**config.mk**
```make
export PLATFORM = sky130hd
export DESIGN_NAME = panel_scan_te
export DESIGN_NICKNAME = d
export VERILOG_FILES = /design/src/rtl/panel_te_pkg.sv /design/src/rtl/panel_scan_timer.sv /design/src/rtl/panel_te_gen.sv /design/src/rtl/panel_scan_te.sv
export SDC_FILE = /design/constraint.sdc
export NUM_CORES = 1
export LEC_CHECK = 0
export BUFFER_PORTS_ARGS = -buffer_cell sky130_fd_sc_hd__buf_2
export CAP_MARGIN = 5
export CORE_MARGIN = 2
export CORE_UTILIZATION = 63
export CTS_CLUSTER_DIAMETER = 100
export CTS_CLUSTER_SIZE = 25
export DETAILED_ROUTE_END_ITERATION = 10
export PLACE_DENSITY = 0.88
export SETUP_SLACK_MARGIN = 0.5
export SLEW_MARGIN = 10
export SYNTH_ARGS = -nofsm -noshare
export SYNTH_HDL_FRONTEND = slang
export SYNTH_HIERARCHICAL = 1
export SYNTH_SLANG_ARGS = --single-unit
```
**constraint.sdc**
```tcl
create_clock -name clk -period 11.5 [get_ports clk]
set_clock_uncertainty 0.1 [all_clocks]
set_input_delay 0 -clock clk [delete_from_list [all_inputs] [get_ports clk]]
set_output_delay 0 -clock clk [all_outputs]
set_load 0.005 [all_outputs]
```
**src/rtl/panel_te_pkg.sv**
```systemverilog
package panel_te_pkg;

   typedef enum logic {
      TE_FRAME_ONLY     = 1'b0,
      TE_FRAME_AND_LINE = 1'b1
   } te_mode_e;

endpackage

```
**src/rtl/panel_scan_timer.sv**
```systemverilog
module panel_scan_timer #(
   parameter int LINES = 448,
   parameter int CPL_W = 8,
   parameter int DIV_W = 4,
   localparam int LINE_W = $clog2(LINES)
) (
   input  logic              clk,
   input  logic              rst_n,
   input  logic [DIV_W-1:0]  div_eff,
   input  logic [CPL_W-1:0]  cpl_eff,
   output logic [LINE_W-1:0] line_idx,
   output logic              line_begin,
   output logic              at_origin
);
   localparam logic [LINE_W-1:0] LAST_LINE = LINE_W'(LINES - 1);

   logic [DIV_W-1:0]  pre_q;
   logic [CPL_W-1:0]  dot_q;
   logic [LINE_W-1:0] line_q;
   logic              pre_last, dot_last, line_last;

   assign pre_last   = (pre_q == div_eff - 1'b1);
   assign dot_last   = (dot_q == cpl_eff - 1'b1);
   assign line_last  = (line_q == LAST_LINE);
   assign line_begin = (pre_q == '0) && (dot_q == '0);
   assign at_origin  = line_begin && (line_q == '0);
   assign line_idx   = line_q;

   always_ff @(posedge clk) begin
      if (!rst_n) begin
         pre_q  <= '0;
         dot_q  <= '0;
         line_q <= '0;
      end else if (!pre_last) begin
         pre_q <= pre_q + 1'b1;
      end else begin
         pre_q <= '0;
         if (!dot_last) begin
            dot_q <= dot_q + 1'b1;
         end else begin
            dot_q  <= '0;
            line_q <= line_last ? '0 : line_q + 1'b1;
         end
      end
   end
endmodule

```
**src/rtl/panel_te_gen.sv**
```systemverilog
module panel_te_gen import panel_te_pkg::*; #(
   parameter int LINES       = 448,
   parameter int EV_W        = 4,
   parameter int LP_CLKS     = 4,
   parameter bit LINE_PULSES = 1'b1,
   localparam int LINE_W = $clog2(LINES),
   localparam int OFF_W  = $clog2(LP_CLKS + 1)
) (
   input  logic              clk,
   input  logic              rst_n,
   input  logic              at_origin,
   input  logic              line_begin,
   input  logic [LINE_W-1:0] line_idx,
   input  logic [EV_W-1:0]   every_eff,
   input  logic [LINE_W-1:0] delay_eff,
   input  te_mode_e          mode,
   input  logic              te_en,
   output logic              te
);
   logic [EV_W-1:0] fcnt_q;
   logic [EV_W:0]   fcnt_inc;
   logic            mark_q, mark_cur;
   logic            frame_hit, line_hit;

   assign fcnt_inc  = {1'b0, fcnt_q} + 1'b1;
   assign mark_cur  = at_origin ? (fcnt_q == '0) : mark_q;
   assign frame_hit = mark_cur && (line_idx == delay_eff);

   always_ff @(posedge clk) begin
      if (!rst_n) begin
         fcnt_q <= '0;
         mark_q <= 1'b0;
      end else begin
         mark_q <= mark_cur;
         if (at_origin)
            fcnt_q <= (fcnt_inc >= {1'b0, every_eff}) ? '0 : fcnt_inc[EV_W-1:0];
      end
   end

   generate
      if (LINE_PULSES) begin : g_line_pulse
         logic [OFF_W-1:0] off_q, off_cur;
         assign off_cur  = line_begin ? '0 : off_q;
         assign line_hit = (mode == TE_FRAME_AND_LINE) && (off_cur < OFF_W'(LP_CLKS));
         always_ff @(posedge clk) begin
            if (!rst_n)
               off_q <= '0;
            else
               off_q <= (off_cur == OFF_W'(LP_CLKS)) ? off_cur : off_cur + 1'b1;
         end
      end else begin : g_no_line_pulse
         assign line_hit = 1'b0;
      end
   endgenerate

   always_ff @(posedge clk) begin
      if (!rst_n)
         te <= 1'b0;
      else
         te <= te_en && (frame_hit || line_hit);
   end
endmodule

```
**src/rtl/panel_scan_te.sv**
```systemverilog
module panel_scan_te import panel_te_pkg::*; #(
   parameter int LINES       = 448,
   parameter int CPL_W       = 8,
   parameter int DIV_W       = 4,
   parameter int EV_W        = 4,
   parameter int LP_CLKS     = 4,
   parameter bit LINE_PULSES = 1'b1,
   localparam int LINE_W = $clog2(LINES)
) (
   input  logic              clk,
   input  logic              rst_n,
   input  logic [CPL_W-1:0]  cfg_clks_per_line,
   input  logic [DIV_W-1:0]  cfg_div,
   input  logic [EV_W-1:0]   cfg_te_every,
   input  logic [LINE_W-1:0] cfg_te_delay,
   input  logic              cfg_te_mode,
   input  logic              cfg_te_en,
   output logic [LINE_W-1:0] read_line,
   output logic              line_start,
   output logic              frame_start,
   output logic              te
);
   localparam logic [LINE_W-1:0] LAST_LINE = LINE_W'(LINES - 1);

   generate
      if (LINES < 2)   begin : g_bad_lines   $error("LINES must be at least 2");   end
      if (LP_CLKS < 1) begin : g_bad_lp      $error("LP_CLKS must be at least 1"); end
      if (EV_W < 1)    begin : g_bad_ev      $error("EV_W must be at least 1");    end
   endgenerate

   logic              at_origin, line_begin;
   logic [LINE_W-1:0] line_idx;

   logic [CPL_W-1:0]  cpl_hold, cpl_cur, cpl_eff;
   logic [DIV_W-1:0]  div_hold, div_cur, div_eff;
   logic [EV_W-1:0]   ev_hold, ev_cur, ev_eff;
   logic [LINE_W-1:0] dly_hold, dly_cur, dly_eff;
   te_mode_e          mode_hold, mode_cur;

   always_comb begin
      cpl_cur  = at_origin ? cfg_clks_per_line         : cpl_hold;
      div_cur  = at_origin ? cfg_div                   : div_hold;
      ev_cur   = at_origin ? cfg_te_every              : ev_hold;
      dly_cur  = at_origin ? cfg_te_delay              : dly_hold;
      mode_cur = at_origin ? te_mode_e'(cfg_te_mode)   : mode_hold;
      cpl_eff  = (cpl_cur == '0) ? CPL_W'(1) : cpl_cur;
      div_eff  = (div_cur == '0) ? DIV_W'(1) : div_cur;
      ev_eff   = (ev_cur  == '0) ? EV_W'(1)  : ev_cur;
      dly_eff  = (dly_cur > LAST_LINE) ? LAST_LINE : dly_cur;
   end

   always_ff @(posedge clk) begin
      if (!rst_n) begin
         cpl_hold  <= '0;
         div_hold  <= '0;
         ev_hold   <= '0;
         dly_hold  <= '0;
         mode_hold <= TE_FRAME_ONLY;
      end else begin
         cpl_hold  <= cpl_cur;
         div_hold  <= div_cur;
         ev_hold   <= ev_cur;
         dly_hold  <= dly_cur;
         mode_hold <= mode_cur;
      end
   end

   panel_scan_timer #(.LINES(LINES), .CPL_W(CPL_W), .DIV_W(DIV_W)) u_timer (
      .clk        (clk),
      .rst_n      (rst_n),
      .div_eff    (div_eff),
      .cpl_eff    (cpl_eff),
      .line_idx   (line_idx),
      .line_begin (line_begin),
      .at_origin  (at_origin)
   );

   panel_te_gen #(.LINES(LINES), .EV_W(EV_W), .LP_CLKS(LP_CLKS),
                  .LINE_PULSES(LINE_PULSES)) u_te (
      .clk        (clk),
      .rst_n      (rst_n),
      .at_origin  (at_origin),
      .line_begin (line_begin),
      .line_idx   (line_idx),
      .every_eff  (ev_eff),
      .delay_eff  (dly_eff),
      .mode       (mode_cur),
      .te_en      (cfg_te_en),
      .te         (te)
   );

   always_ff @(posedge clk) begin
      if (!rst_n) begin
         read_line   <= '0;
         line_start  <= 1'b0;
         frame_start <= 1'b0;
      end else begin
         read_line   <= line_idx;
         line_start  <= line_begin;
         frame_start <= at_origin;
      end
   end
endmodule

```
==> out/metrics.cfg, run 1 <==
[synth]
async_flop_share_pct=0
post_synth_instance_area_um2=3710
synth_top_family_by_area=simple AND/OR/NAND/NOR gates
synth_cell_types=66
muxShareOfSynthArea_pct=9.95
synth_top_cells_by_area=dfxtp_1, ha_1, xnor2_1
synth_area_per_cell_um2=9.64
ys_seq_area_share_pct=36.1
ys_top_cells_by_count=dfxtp_1, and2_1, inv_1, nand2_1, xnor2_1
syn_inst=385
synth_compound_area_share_pct=10.6
synth_top_area_share_pct=36.1
ys.flop_type=dfxtp_1
synth_fa_ha_area_share_pct=5.39
synthSimpleGateAreaFrac_pct=25.5
synthesis.nets=430
synth_edf_count=0
yosys.cell_count.top_type=dfxtp_1
synth_xor_area_share_pct=7.92
synth_top_area_cell=dfxtp_1
ys_warn_count=6
synth-seq-cells=67

[worst_setup_path]
crit_required_ns=11.67
critPathCaptureType=flop
critical_path.max_fanout=39
cp.arrival_ns=4.84
start_kind=flop
critPathKind=flop to flop

[final_layout]
insertedDiodeCount=0
multiInputGateArea_um2=2200
fin_util_pct=78.4
layout-drive-gt1-share_pct=19.9
area_delta_synth_final_pct=18.4
seqCellArea_um2=1340
nets=496
design_area_um2=4390
fill_cells=344

[cts]
clockBufferDepth=2
cts_setup_buffers=0
cts_resized=0
cts_tree=done
ctsRootBufferMaster=clkbuf_8
clkLatencyLatePin_ns=0.35
cts.sinks=67
cts_max_level=3
cts_buffers=9
clkTransAtPathRegs_ns=0.07

[timing]
fin_crit_ns=4.67
whs_ns=0.153
period_share_pct=40.6
worstMarginPinSlew_ns=0.883
finalSetupTns_ns=0
rsz0062_at_grt=false
max_freq_ghz=0.214
relSlewSlack_pct=41.0
finalHoldViolations=0
final-setup-viol-count=0
slew_violations=0

[detailed_routing]
vias=3081
drcViolationCount=0
wl_um=8900
drt_pre_antenna_iters=5
drt-initial-drc-count=215
ant_nets=0
avgRoutedWirePerCell_um=16.9
viasPerCell=5.87

[run]
drv_cap=0

[floorplanning]
die_area_um2=6520
fp.coreArea_um2=5610
dieHeight_um=80.8
die_w_um=80.8
start_util_pct=66.2
rows=27
io_pins=41

[global_route]
track_usage_pct=29.1
grt_max_degree=55
grt_pass1_vias=3087
antenna_found_initial=0
grt_pass1_wl_um=14300
grt_overflow_total=0

[power_and_ir_drop]
leakagePower_nw=1.85
pwr_density_cell_nw_per_um2=253
peakVddDrop_mv=0.150

[placement]
io_buffers=40
place_area_um2=3940
gp_congestion=0.907
dpl.hpwl_um=5460

[worst_hold_path]
hold_class=input port to flop

[run_status]
outcome=complete, no violations

-- metrics by stage --
| stage | instances | power [mW] | setup WS [ns] |
|---|---|---|---|
| floorplan | 385 | 0.801 | 7.39 |
| global placement | 485 | 0.865 | 7.14 |
| detailed placement | 485 | 0.891 | 6.96 |
| CTS | 525 | 1.10 | 6.91 |
| global route | 525 | 1.18 | 6.51 |
| finish | 525 | 1.11 | 6.83 |
-- sequential cells by signal (all words and copies together) (netlist names) --
name                     cells
u_te/fcnt_q                  4
u_timer/dot_q                8
dly_hold                     9
line_start                   1
ev_hold                      4
mode_hold                    1
u_timer/line_idx             9
u_timer/pre_q                4
cpl_hold                     8
u_te/g_line_pulse.off_q      3
u_te/te                      1
frame_start                  1
div_hold                     4
u_te/mark_q                  1
read_line                    9
-- power by group --
part,switching (mW),internal (mW),total [mW]
clock,0.0881,0.108,0.197
combinational,0.339,0.272,0.611
sequential,0.0293,0.276,0.305
total,0.456,0.656,1.11
-- worst max-delay path, cell delays in order (launching register included) --
cell and delay (ns):
dfxtp_1 0.40, nor4_1 0.27, and4_1 0.31, and3_2 0.19, buf_4 0.48, mux2i_4 0.37
inv_2 0.10, o31ai_2 0.46, inv_1 0.10, ha_1 0.23, nor2b_1 0.17, nor3_1 0.17
o22ai_1 0.22, nand4b_4 0.31, or4_1 0.54, a21oi_1 0.16
-- final timing paths --
path                                                    start                                to  slack, ns  depth (start not counted)
worst min register to register    u_timer/pre_q[0]$_SDFF_PP0_       u_timer/pre_q[0]$_SDFF_PP0_       0.40                          1
worst min-delay path                                    rst_n  u_timer/line_idx[3]$_SDFFE_PN0P_       0.15                          2
worst max-delay path            u_timer/dot_q[2]$_SDFFE_PN0N_  u_timer/line_idx[7]$_SDFFE_PN0P_       6.83                         15
worst max register to register  u_timer/dot_q[2]$_SDFFE_PN0N_  u_timer/line_idx[7]$_SDFFE_PN0P_       6.83                         15
-- cell type report --
| class | count | area share (%) |
|---|---|---|
| timing repair buffer | 68 | 10.9 |
| clock buffer | 11 | 3.45 |
| multi-input combinational | 280 | 50.1 |
| tap | 72 | 2.05 |
| inverter | 25 | 2.14 |
| sequential | 67 | 30.5 |
| clock inverter | 2 | 0.854 |
-- routing by layer --
metal | global-route usage (%) | wire (um) | part of all wire (%)
met2 | 48.3 | 4250 | 48
met4 | 21.7 | 541 | 6.1
met1 | 33.5 | 3660 | 41
met5 | 0 | 0 | 0
met3 | 5.22 | 448 | 5.0
-- cells by family (layout without fill, tap and decap cells) --
logic type,count (synthesis),in the layout
muxes,30,30
and+or+nand+nor,152,152
adders and majority gates,16,16
buffers and inverters,38,106
AOI/OAI and AO/OA,50,50
DFF,67,67
xor gates and xnor gates,32,32
-- placed cells by master (no fill, tap or decap), drive strengths merged, types with 11 or more instances in the layout --
master,n
clkbuf,11
ha,16
dlygate4sd3,27
and2,29
dfxtp,67
nor2,13
buf,41
nor3,15
mux2,15
xnor2,21
nor2b,17
nand2,23
a21oi,11
mux2i,15
inv,24
-- what timing repair did --
action,CTS,global route
hold endpoints to repair,27,0
setup endpoints to repair,0,0
hold buffers,27,0
Note: power is estimated with default switching activity, not from simulation.
==> run 2: changes to the inputs <==
--- a/config.mk
+++ b/config.mk
@@ -5,14 +5,15 @@
 export SDC_FILE = /design/constraint.sdc
 export NUM_CORES = 1
 export LEC_CHECK = 0
+export ABC_AREA = 1
 export BUFFER_PORTS_ARGS = -buffer_cell sky130_fd_sc_hd__buf_2
 export CAP_MARGIN = 5
 export CORE_MARGIN = 2
-export CORE_UTILIZATION = 63
+export CORE_UTILIZATION = 53
 export CTS_CLUSTER_DIAMETER = 100
 export CTS_CLUSTER_SIZE = 25
 export DETAILED_ROUTE_END_ITERATION = 10
-export PLACE_DENSITY = 0.88
+export PLACE_DENSITY = 0.79
 export SETUP_SLACK_MARGIN = 0.5
 export SLEW_MARGIN = 10
 export SYNTH_ARGS = -nofsm -noshare
==> constraint.sdc (replaced) <==
create_clock -name clk -period 3.8 [get_ports clk]
set_clock_uncertainty 0.1 [all_clocks]
set_input_delay 0 -clock clk [delete_from_list [all_inputs] [get_ports clk]]
set_output_delay 0 -clock clk [all_outputs]
set_load 0.005 [all_outputs]
==> run 2 against run 1 <==
Effect of this change: cell count increased by 52%; routed wire length up 47%; critical endpoint is now u_timer/line_idx[5]$_SDFFE_PN0P_; synthesized cell count is 52% higher; setup slack worse by 6.5 ns; clock-buffer cell count is 1 higher; largest power group unchanged; utilization is 2.7 points lower.
==> out/metrics.cfg, run 2 <==
[cts]
cts_max_level=3
cts.sinks=67
cts_buffers=9
ctsRootBufferMaster=clkbuf_8
clockBufferDepth=2
clkTransAtPathRegs_ns=0.07
clkLatencyLatePin_ns=0.36
cts_tree=done

[timing]
whs_ns=0.0467
period_share_pct=91.6
finalHoldViolations=0
max_freq_ghz=0.287
final-setup-viol-count=0
worst_slack_ns=0.318
rsz0062_at_grt=true
finalSetupTns_ns=0
worstMarginPinSlew_ns=0.763
fin_crit_ns=3.48
relSlewSlack_pct=48.8
slew_violations=0

[placement]
dp_worst_setup_slack_ns=0.146
place_inst=718
place_area_um2=4190
io_buffers=40
dpl.hpwl_um=6310
gp_congestion=0.904

[synth]
async_flop_share_pct=0
synth_top_area_share_pct=34.6
ys_top_cells_by_count=nand2_1, inv_1, dfxtp_1
synth_area_per_cell_um2=6.62
synth_edf_count=0
synth_top_cells_by_area=dfxtp_1, nand2_1, inv_1
yosys.cell_count.top_type=nand2_1
synth_top_area_cell=dfxtp_1
ys_seq_area_share_pct=34.6
synthesis.nets=631
ys_warn_count=6
syn_inst=586
ys.flop_type=dfxtp_1
synth_cell_types=34
post_synth_instance_area_um2=3880
synth-seq-cells=67

[detailed_routing]
avgRoutedWirePerCell_um=16.4
ant_nets=0
vias=4439
drt-initial-drc-count=569
drt_pre_antenna_iters=6
drcViolationCount=0
wl_um=13100
viasPerCell=5.55

[global_route]
track_usage_pct=25.8
grt_max_degree=27
grt_overflow_total=0
antenna_found_initial=0
grt_pass1_vias=3840
grt_pass1_wl_um=16200

[power_and_ir_drop]
p_total_mw=5.65
leakagePower_nw=2.78
pwr_density_cell_nw_per_um2=1040
peakVddDrop_mv=0.515

[floorplanning]
dieHeight_um=89.6
io_pins=41
die_w_um=89.6
fp.coreArea_um2=7180
rows=31
start_util_pct=54.1
die_area_um2=8020

[final_layout]
layout-drive-gt1-share_pct=29.5
fill_cells=416
final_cell_mix=nand2_1, inv_1, dfxtp_1
multiInputGateArea_um2=2420
fin_util_pct=75.6
final_common_cell=nand2_1
nets=743
design_area_um2=5430
layout.cells.non_filler=800
seqCellArea_um2=1360
area_delta_synth_final_pct=39.8
insertedDiodeCount=0

[worst_setup_path]
crit_required_ns=3.91
critical_path.max_fanout=6
critPathCaptureType=flop
start_kind=flop
cp.arrival_ns=3.59
critPathKind=flop to flop

[run_status]
outcome=complete, no violations

[worst_hold_path]
hold_class=input port to flop

[run]
drv_cap=0

run 2: cell count changes in the layout (fill, tap and decap cells not counted), moves of 28 or more:
cell	change
and2_1	-28
buf_4	+36
inv_1	+69
nand2_1	+108
nand2_2	+30
nor2_1	+44
run 2: cells by family (layout without fill, tap and decap cells):
logic type	count (synthesis)	after routing	share of synthesized area, %
AOI/OAI and AO/OA	45	45	6.06
xor gates and xnor gates	25	25	5.84
adders and majority gates	16	16	5.16
buffers and inverters	122	236	12.7
DFF	67	67	34.6
muxes	9	9	2.32
and+or+nand+nor	302	303	33.3
run 2: repair_timing:
action                     4_1_cts  5_1_grt
pin swaps                        8       34
gates cloned                     3        3
gates resized for setup         30       96
hold endpoints to repair        38        0
setup buffers                   14       20
hold buffers                    28        0
setup endpoints to repair       21       21
run 2: layout make-up:
cell class,instances,area share (%)
multi-input cells,398,44.6
flip-flops and latches,67,25.1
repair buffers,112,16.3
inverters,108,7.75
clock buffers,12,3.04
well taps,99,2.28
clock inverters,2,0.646
repair inverters,2,0.277
run 2: final timing paths:
kind	slack, ns	end	startpoint	cells after the start
worst min-delay path	0.05	ev_hold[2]$_SDFF_PN0_	cfg_te_every[2]	4
worst min register to register	0.40	mode_hold$_SDFF_PN0_	mode_hold$_SDFF_PN0_	2
worst max register to register	0.32	u_timer/line_idx[5]$_SDFFE_PN0P_	u_timer/dot_q[0]$_SDFFE_PN0N_	25
worst max-delay path	0.32	u_timer/line_idx[5]$_SDFFE_PN0P_	u_timer/dot_q[0]$_SDFFE_PN0N_	25
run 2: critical path: stages (launching register included):
cell	delay [ns]
dfxtp_2	0.34
inv_2	0.10
ha_4	0.15
nand3_4	0.07
nor4_4	0.24
and3_4	0.30
inv_4	0.06
buf_8	0.14
nand2_2	0.06
nand2_2	0.07
nand2_1	0.06
nor2_1	0.04
nand2_1	0.08
nand2_2	0.08
inv_2	0.11
ha_4	0.19
nand2_2	0.12
nor2_2	0.12
nand2_1	0.07
nand2_2	0.10
nand2_2	0.09
nor2_4	0.16
buf_4	0.15
nand3_4	0.12
nand2_1	0.09
a21oi_1	0.08
run 2: where the power goes:
part	switching, mW	internal, mW	leakage, nW	total [mW]
sequential	0.0772	0.869	0.552	0.947
combinational	2.44	1.64	2.13	4.09
clock	0.269	0.348	0.104	0.617
run 2: layer usage:
layer	wire (um)	GRT usage, %	vias up	share of wire [%]
li1	-	-	2023	-
met1	4930	27.7	2001	38
met2	6270	47.1	330	48
met3	1140	6.03	85	8.7
met4	765	12.8	0	5.8
met5	0	0	-	0
